===== src/rtl/ctr_regfile_pkg.sv =====
package ctr_regfile_pkg;

   localparam int NUM_REGS = 16;
   localparam int SEL_W    = 4;
   localparam int NUM_MEM  = 5;
   localparam int GROUPS   = 4;
   localparam int MEMBERS  = 4;

   typedef struct packed {
      logic [1:0] grp;
      logic [1:0] mbr;
   } rd_route_t;

   // numbers 7, 9, 11, 13, 15 are memory windows
   function automatic bit is_window(int n);
      return (n == 7) || (n >= 9 && (n % 2) == 1);
   endfunction

   function automatic int window_port(int n);
      return (n - 7) / 2;
   endfunction

   // register number held by member m of bank g
   function automatic int member_reg(int g, int m);
      if (g == 0) return (m < 2) ? m : m + 4;
      if (g == 1) return m + 2;
      return g * MEMBERS + m;
   endfunction

   // inverse of member_reg
   function automatic rd_route_t route(logic [SEL_W-1:0] n);
      rd_route_t r;
      if (n[3]) begin
         r.grp = n[3:2];
         r.mbr = n[1:0];
      end else if (n >= 4'd2 && n <= 4'd5) begin
         r.grp = 2'd1;
         r.mbr = 2'(n - 4'd2);
      end else begin
         r.grp = 2'd0;
         r.mbr = {n[2], n[0]};
      end
      return r;
   endfunction

endpackage


===== src/rtl/updown_cell.sv =====
module updown_cell #(
   parameter int W = 16
) (
   input  logic         clk,
   input  logic         rst_n,
   input  logic         clr,
   input  logic         ld,
   input  logic [W-1:0] ld_val,
   input  logic         up,
   input  logic         dn,
   output logic [W-1:0] q
);

   logic [W-1:0] q_nxt;

   always_comb begin
      if (clr)             q_nxt = '0;
      else if (ld)         q_nxt = ld_val;
      else if (up && !dn)  q_nxt = q + 1'b1;
      else if (dn && !up)  q_nxt = q - 1'b1;
      else                 q_nxt = q;
   end

   always_ff @(posedge clk) begin
      if (!rst_n) q <= '0;
      else        q <= q_nxt;
   end

endmodule


===== src/rtl/group_mux.sv =====
module group_mux
   import ctr_regfile_pkg::*;
#(
   parameter int W = 16
) (
   input  logic [NUM_REGS*W-1:0] words,
   input  logic [SEL_W-1:0]      sel,
   output logic [W-1:0]          dout
);

   logic [W-1:0] member [GROUPS][MEMBERS];
   logic [W-1:0] bank_out [GROUPS];
   rd_route_t    rt;

   assign rt = route(sel);

   for (genvar g = 0; g < GROUPS; g++) begin : g_bank
      for (genvar m = 0; m < MEMBERS; m++) begin : g_mbr
         assign member[g][m] = words[member_reg(g, m)*W +: W];
      end
      assign bank_out[g] = member[g][rt.mbr];
   end

   assign dout = bank_out[rt.grp];

endmodule


===== src/rtl/ctr_regfile.sv =====
module ctr_regfile
   import ctr_regfile_pkg::*;
#(
   parameter int DATA_W   = 16,
   parameter int RD_PORTS = 2
) (
   input  logic                       clk,
   input  logic                       rst_n,
   input  logic                       step_en,
   input  logic                       wr_en,
   input  logic [SEL_W-1:0]           wr_sel,
   input  logic [DATA_W-1:0]          wr_data,
   input  logic [NUM_REGS-1:0]        inc_req,
   input  logic [NUM_REGS-1:0]        dec_req,
   input  logic [NUM_REGS-1:0]        clr_req,
   input  logic [NUM_MEM*DATA_W-1:0]  mem_rdata,
   output logic [NUM_MEM-1:0]         mem_wr_stb,
   output logic [DATA_W-1:0]          mem_wdata,
   input  logic [RD_PORTS*SEL_W-1:0]  rd_sel,
   output logic [RD_PORTS*DATA_W-1:0] rd_data
);

   if (DATA_W < 2)   begin : g_bad_w   $error("DATA_W must be at least 2");  end
   if (RD_PORTS < 1) begin : g_bad_rd  $error("RD_PORTS must be at least 1"); end

   logic [NUM_REGS*DATA_W-1:0] word_flat;
   logic                       unused_bits;

   // request bits on windows and PC updates are dropped on purpose
   assign unused_bits = ^{inc_req, dec_req, clr_req};

   for (genvar i = 0; i < NUM_REGS; i++) begin : g_reg
      if (is_window(i)) begin : g_win
         assign word_flat[i*DATA_W +: DATA_W] =
            mem_rdata[window_port(i)*DATA_W +: DATA_W];
      end else begin : g_ctr
         logic up_i, dn_i;
         if (i == 0) begin : g_pc
            assign up_i = step_en;
            assign dn_i = 1'b0;
         end else begin : g_gen
            assign up_i = inc_req[i];
            assign dn_i = dec_req[i];
         end
         updown_cell #(.W(DATA_W)) u_cell (
            .clk    (clk),
            .rst_n  (rst_n),
            .clr    (clr_req[i]),
            .ld     (wr_en && (wr_sel == SEL_W'(i))),
            .ld_val (wr_data),
            .up     (up_i),
            .dn     (dn_i),
            .q      (word_flat[i*DATA_W +: DATA_W])
         );
      end
   end

   for (genvar k = 0; k < NUM_MEM; k++) begin : g_stb
      assign mem_wr_stb[k] = wr_en && (wr_sel == SEL_W'(7 + 2*k));
   end
   assign mem_wdata = wr_data;

   for (genvar p = 0; p < RD_PORTS; p++) begin : g_rd
      group_mux #(.W(DATA_W)) u_mux (
         .words (word_flat),
         .sel   (rd_sel[p*SEL_W +: SEL_W]),
         .dout  (rd_data[p*DATA_W +: DATA_W])
      );
   end

endmodule


===== config.mk =====
export PLATFORM = sky130hd
export DESIGN_NAME = ctr_regfile
export DESIGN_NICKNAME = d
export VERILOG_FILES = /design/src/rtl/ctr_regfile_pkg.sv /design/src/rtl/updown_cell.sv /design/src/rtl/group_mux.sv /design/src/rtl/ctr_regfile.sv
export SDC_FILE = /design/constraint.sdc
export NUM_CORES = 1
export LEC_CHECK = 0
export CORE_MARGIN = 3
export CORE_UTILIZATION = 30
export CTS_BUF_LIST = sky130_fd_sc_hd__clkbuf_8 sky130_fd_sc_hd__clkbuf_16
export CTS_CLUSTER_SIZE = 16
export DETAILED_ROUTE_END_ITERATION = 8
export PLACE_DENSITY_LB_ADDON = 0.15
export SLEW_MARGIN = 5
export SYNTH_ARGS = -nofsm -noshare
export SYNTH_HDL_FRONTEND = slang
export SYNTH_SLANG_ARGS = --single-unit

===== constraint.sdc =====
create_clock -name clk -period 5.7 [get_ports clk]
set_input_delay 1.71 -clock clk [delete_from_list [all_inputs] [get_ports clk]]
set_output_delay 1.71 -clock clk [all_outputs]
set_load 0.03 [all_outputs]

==> results of run 1 <==
==> routing by layer <==
| layer | wire, um | part of all wire [%] | up-vias |
|---|---|---|---|
| li1 | - | - | 9239 |
| met1 | 37800 | 45 | 9648 |
| met2 | 37400 | 44 | 799 |
| met3 | 6490 | 7.6 | 103 |
| met4 | 3200 | 3.8 | 2 |
| met5 | 17 | 0.020 | - |
==> cell usage in the layout, fill, tap and decap left out, types with 53 or more instances in the layout <==
master and count:
a21o_1 54, nand2_1 240, a21oi_1 192, mux2i_1 53, clkdlybuf4s50_1 155, dfxtp_1 176
buf_4 112, xnor2_1 75, ha_1 171, a211oi_1 56, o211ai_1 69, mux4_2 108
inv_1 82, o21ai_0 231, xor2_1 61, nor2_1 200
==> critical path: stages <==
cell and delay (ns):
dlygate4sd2_1 0.28, buf_4 0.16, mux2i_4 0.28, buf_12 0.19, mux4_2 0.55, mux4_2 0.56, buf_4 0.20
==> stage by stage <==
stage	hold slack, ns	instances	setup WS, ns	utilization [%]	cell area [sq um]
floorplan	0.478	2384	0.130	-	19400
global placement	0.531	3370	-0.263	35.9	22800
detailed placement	0.537	3370	-0.216	35.9	22800
CTS	0.548	3406	0.0691	37.0	23400
global route	0.575	3406	0.0341	37.0	23400
finish	0.552	3406	0.0511	37.0	23400
==> cells in the mapped netlist, drive strengths merged, types with 14 or more instances <==
| library cell | instances | area share [%] |
|---|---|---|
| o21a | 19 | 0.74 |
| o221ai | 25 | 1.1 |
| ha | 171 | 11 |
| o211ai | 69 | 2.7 |
| nor2 | 200 | 3.9 |
| and3 | 15 | 0.48 |
| o211a | 14 | 0.72 |
| o21ai | 242 | 6.3 |
| nand2 | 240 | 4.7 |
| nor3 | 34 | 0.88 |
| clkbuf | 114 | 2.2 |
| inv | 83 | 1.6 |
| buf | 51 | 1.5 |
| a21o | 54 | 2.1 |
| a21oi | 193 | 5.0 |
| nor2b | 42 | 1.4 |
| nand2b | 42 | 1.4 |
| mux2i | 55 | 2.9 |
| xor2 | 61 | 2.8 |
| mux4 | 108 | 13 |
| a31oi | 38 | 1.2 |
| xnor2 | 77 | 3.5 |
| a211oi | 56 | 2.2 |
| nand3 | 16 | 0.41 |
| dfxtp | 176 | 18 |
==> area by class of cell <==
| class | instances | area (sq um) |
|---|---|---|
| fillers | 6416 | 40000 |
| multi-input cells | 1960 | 14800 |
| flip-flops and latches | 176 | 3520 |
| repair buffers | 309 | 3110 |
| well taps | 846 | 1060 |
| clock buffers | 17 | 425 |
| inverters | 83 | 312 |
| clock inverters | 15 | 180 |
==> final timing paths <==
| check | from | end | slack [ns] |
|---|---|---|---|
| setup reg to reg | g_reg[1].g_ctr.u_cell.q[1]$_SDFFE_PP0P_ | g_reg[1].g_ctr.u_cell.q[13]$_SDFFE_PP0P_ | 2.78 |
| hold / removal | g_reg[4].g_ctr.u_cell.q[3]$_SDFFE_PP0P_ | g_reg[4].g_ctr.u_cell.q[3]$_SDFFE_PP0P_ | 0.55 |
| hold reg to reg | g_reg[4].g_ctr.u_cell.q[3]$_SDFFE_PP0P_ | g_reg[4].g_ctr.u_cell.q[3]$_SDFFE_PP0P_ | 0.55 |
| setup / recovery | rd_sel[6] | rd_data[16] | 0.05 |
==> logic make-up (layout without fill, tap and decap cells) <==
kind of cell             Yosys count  count (layout)  synth area share [%]
AO/OA/AOI/OAI                    804             804                  26.4
multiplexers                     168             168                  15.7
AND/OR/NAND/NOR                  669             669                  16.0
buffers and inverters            248             424                  5.35
XOR/XNOR                         138             138                  6.24
flip-flops                       176             176                  18.2
adder cells (fa/ha/maj)          181             181                  12.1
==> repair_timing <==
action / in CTS / in global routing
setup endpoints to repair: 31 / 0
resized for setup: 8 / 0
buffers inserted: 3 / 0
==> power by group <==
| group | leakage [uW] | internal (uW) | switching (uW) |
|---|---|---|---|
| combinational | 0.00764 | 1190 | 1410 |
| sequential | 0.00144 | 1330 | 192 |
| clock | 0.000302 | 695 | 628 |
==> impl_metrics.toml, run 1 <==
[yosys]
yosysSeqAreaShare_pct = 18.2
yosysUniqueCellTypes = 79
ys.flop_type = "dfxtp_1"
synth-edff-count = 0
ys_ff_latch = 176
synthesis.area_sq_mm = 0.0194
synth_warnings = 0
syn_nets = 2725
syn_inst = 2384
async_reset_ff_share_pct = 0
synth.avg_cell_area_sq_um = 8.12

[global_route]
gr-total-overflow = 0
grtUsageTotal_pct = 24.6
grt_max_degree = 54
top_usage_layer = "met2"
antenna_found_initial = 5
grt_pass1_vias = 18700
use_met1_pct = 33.8
met2_usage_pct = 38.0
grt_pass1_wl_um = 122000
use_met3_pct = 4.65

[drt]
final_antenna_net_count = 0
vias = 19800
routed_wl_um = 85000
firstDrtPassIters = 6
viasPerCell = 5.81
wl_per_cell_um = 25.0
drc = 0
drt_iter0_drc = 1995

[timing]
fin_skew_ns = 0.0108
finalHoldViolations = 0
setup_viol = 0
worst_pin_slew_ns = 1.13
maxSlewHeadroom_pct = 24.9
maxSlewViolCount = 0
finalCritPeriodShare_pct = 99.1
tns_ns = 0
rsz0062_at_grt = "false"
fmax_mhz = 177
min_period_ns = 5.65

[die]
dieArea_sq_mm = 0.0676
core-area_sq_mm = 0.0634
start_util_pct = 30.5
die_w_um = 260
die_h_um = 260
num_io_pins = 213
rows = 92

[clock_network]
clock-sinks = 176
htree_levels = 4
tritoncts = "built"
ctsHoldBuffers = 0
cts_buffer_depth = 2
clkSlewWorstSetupHoldPaths_ns = 0.07
root_buffer = "clkbuf_16"
clk_latency_ns = 0.51
cts_made_buffers = 17

[power_and_ir_drop]
p_leak_uw = 0.00938
power_density_mw_per_mm2 = 232
ir_drop_mv = 0.177
power_uw = 5440

[placed_design]
port_buffers = 195
hpwlAfterDp_um = 65000
place_congestion = 0.934

[hold_path]
hold_path.class = "reg2reg"
whs_path_depth = 2

[critical_path]
cp_data_required_time_ns = 3.99
ff2ff_path_depth = 9
path_max_fanout = 6
path_class = "in2out"
startpoint_type = "primary input"
endpoint_kind = "primary output"
crit_arrival_ns = 3.94

[final_layout]
top_regs = "g.g_ctr.u_cell.q: 176 flops"
synthToLayoutAreaGrowth_pct = 21.1
antenna_cells = 0
layout-drive-gt1-share_pct = 12.3
largest_register_ffs = 176
largest-register = "g.g_ctr.u_cell.q"
fin_nets = 2888

[run]
max-cap-violations = 0

[outcome]
status = "finished, final reports clean"
No activity file was read; power rests on OpenSTA's default activity.
==> inputs of run 2 (changes only) <==
- GPL_ROUTABILITY_DRIVEN: default -> 0
==> run 2 against run 1 <==
Compared with the run above: clock power is 5% lower; non-clock buffer count is 1 higher; fmax is 0.56% lower; critical path depth is 2 higher; highest routed layer is now met4; global-route usage hardly changed; combinational power hardly changed; clock skew is 0.0016 ns higher; critical path type unchanged; cell count is 0.12% higher; largest power group unchanged; register-to-register slack better by 0.02 ns; via count is 0.16% lower.
==> impl_metrics.toml, run 2 (synthesized netlist as in run 1, its figures left out) <==
[hold_path]
whs_path_depth = 2
hold_path.class = "reg2reg"

[timing]
min_period_ns = 5.68
setup_viol = 0
rsz0062_at_grt = "false"
maxSlewHeadroom_pct = 23.9
finalCritPeriodShare_pct = 99.7
fin_skew_ns = 0.0123
worst_pin_slew_ns = 1.14
maxSlewViolCount = 0
fmax_mhz = 176
setup_slack_ns = 0.0194
finalHoldViolations = 0

[drt]
vias = 19800
firstDrtPassIters = 5
drt_iter0_drc = 1880
wl_per_cell_um = 24.8
routed_wl_um = 84400
viasPerCell = 5.79
drc = 0
final_antenna_net_count = 0

[critical_path]
ff2ff_path_depth = 10
path_max_fanout = 7
cp_data_required_time_ns = 3.99
startpoint_type = "primary input"
path_class = "in2out"
endpoint_kind = "primary output"
crit_arrival_ns = 3.97

[power_and_ir_drop]
p_leak_uw = 0.00935
power_density_mw_per_mm2 = 229
ir_drop_mv = 0.146

[global_route]
grt_pass1_wl_um = 123000
grtUsageTotal_pct = 24.6
grt_max_degree = 54
antenna_found_initial = 2
gr-total-overflow = 0
grt_pass1_vias = 18900

[die]
start_util_pct = 30.5
dieArea_sq_mm = 0.0676
core-area_sq_mm = 0.0634
die_h_um = 260
num_io_pins = 213
die_w_um = 260
rows = 92

[clock_network]
root_buffer = "clkbuf_16"
clock-sinks = 176
tritoncts = "built"
cts_buffer_depth = 2
htree_levels = 4
clkSlewWorstSetupHoldPaths_ns = 0.07
cts_made_buffers = 17
ctsHoldBuffers = 0
clk_latency_ns = 0.52

[placed_design]
pre_cts_ws_ns = -0.187
port_buffers = 195
dpl_cell_area_sq_mm = 0.0228
hpwlAfterDp_um = 64900

[final_layout]
synthToLayoutAreaGrowth_pct = 21.0
top_regs = "g.g_ctr.u_cell.q: 176 flops"
final_cell_mix = "240 x nand2_1, 231 x o21ai_0, 199 x nor2_1, 192 x a21oi_1, 176 x dfxtp_1"
layout-drive-gt1-share_pct = 12.5
fin_area_sq_mm = 0.0234
layout_commonest_cell = "nand2_1"
largest-register = "g.g_ctr.u_cell.q"
regArea_sq_mm = 0.00352
largest_register_ffs = 176
multi_input_area_sq_mm = 0.0148
fin_nets = 2889
final.fill_count = 6372

[run]
max-cap-violations = 0

[outcome]
status = "finished, final reports clean"
## run 2: changes by cell type in the layout (fill, tap and decap cells not counted), sizes merged
cell	previous run	this run
buf	149	151
clkinv	4	2
clkbuf	17	18
inv	90	93
diode	0	3
bufbuf	1	0
bufinv	3	0
clkinvlp	1	2
## run 2: layer usage
layer  vias up  global-route usage, %  routed length [um]
li1       9246                      -                   -
met1      9567                   33.7               37400
met2       816                   37.9               37200
met3       131                   4.20                6170
met4         0                   10.6                3630
met5         -                      0                   0
## run 2: worst max-delay path: stages
cell           delay (ns)
dlygate4sd2_1        0.28
buf_4                0.16
mux2i_4              0.22
buf_12               0.18
buf_6                0.17
buf_12               0.12
mux4_2               0.34
mux4_2               0.55
buf_4                0.20
## run 2: timing repair
| item | in CTS | in global routing |
|---|---|---|
| resized for setup | 13 | 0 |
| hold endpoints to repair | 0 | 0 |
| buffers inserted | 4 | 0 |
| endpoints found under the setup margin | 30 | 0 |
## run 2: final cells by class
| class | count | area share [%] |
|---|---|---|
| diodes | 3 | 0.0321 |
| clock buffers | 18 | 1.87 |
| inverters | 83 | 1.33 |
| flip-flops and latches | 176 | 15.0 |
| well taps | 846 | 4.52 |
| clock inverters | 14 | 0.577 |
| multi-input cells | 1960 | 63.3 |
| repair buffers | 310 | 13.3 |
## run 2: final timing paths
path,start,to,slack [ns]
min reg2reg,g_reg[4].g_ctr.u_cell.q[3]$_SDFFE_PP0P_,g_reg[4].g_ctr.u_cell.q[3]$_SDFFE_PP0P_,0.56
min,g_reg[4].g_ctr.u_cell.q[3]$_SDFFE_PP0P_,g_reg[4].g_ctr.u_cell.q[3]$_SDFFE_PP0P_,0.56
max,rd_sel[6],rd_data[24],0.02
max reg2reg,g_reg[5].g_ctr.u_cell.q[0]$_SDFFE_PP0P_,g_reg[5].g_ctr.u_cell.q[14]$_SDFFE_PP0P_,2.80
## run 2: through the flow
step	setup TNS, ns	std cells	hold slack (ns)	power, uW	util (%)
2_1_floorplan	0	2384	0.478	3210	-
3_3_place_gp	-2.87	3371	0.553	4050	35.9
3_5_place_dp	-2.34	3371	0.543	4090	35.9
4_1_cts	0	3407	0.558	5380	36.9
5_1_grt	0	3407	0.584	5690	36.9
6_report	0	3410	0.560	5370	36.9
## run 2: report_power, final
| group | switching (uW) | internal [uW] | leakage [uW] |
|---|---|---|---|
| logic | 1400 | 1190 | 0.00764 |
| clock network | 661 | 593 | 0.000280 |
| registers | 192 | 1330 | 0.00144 |
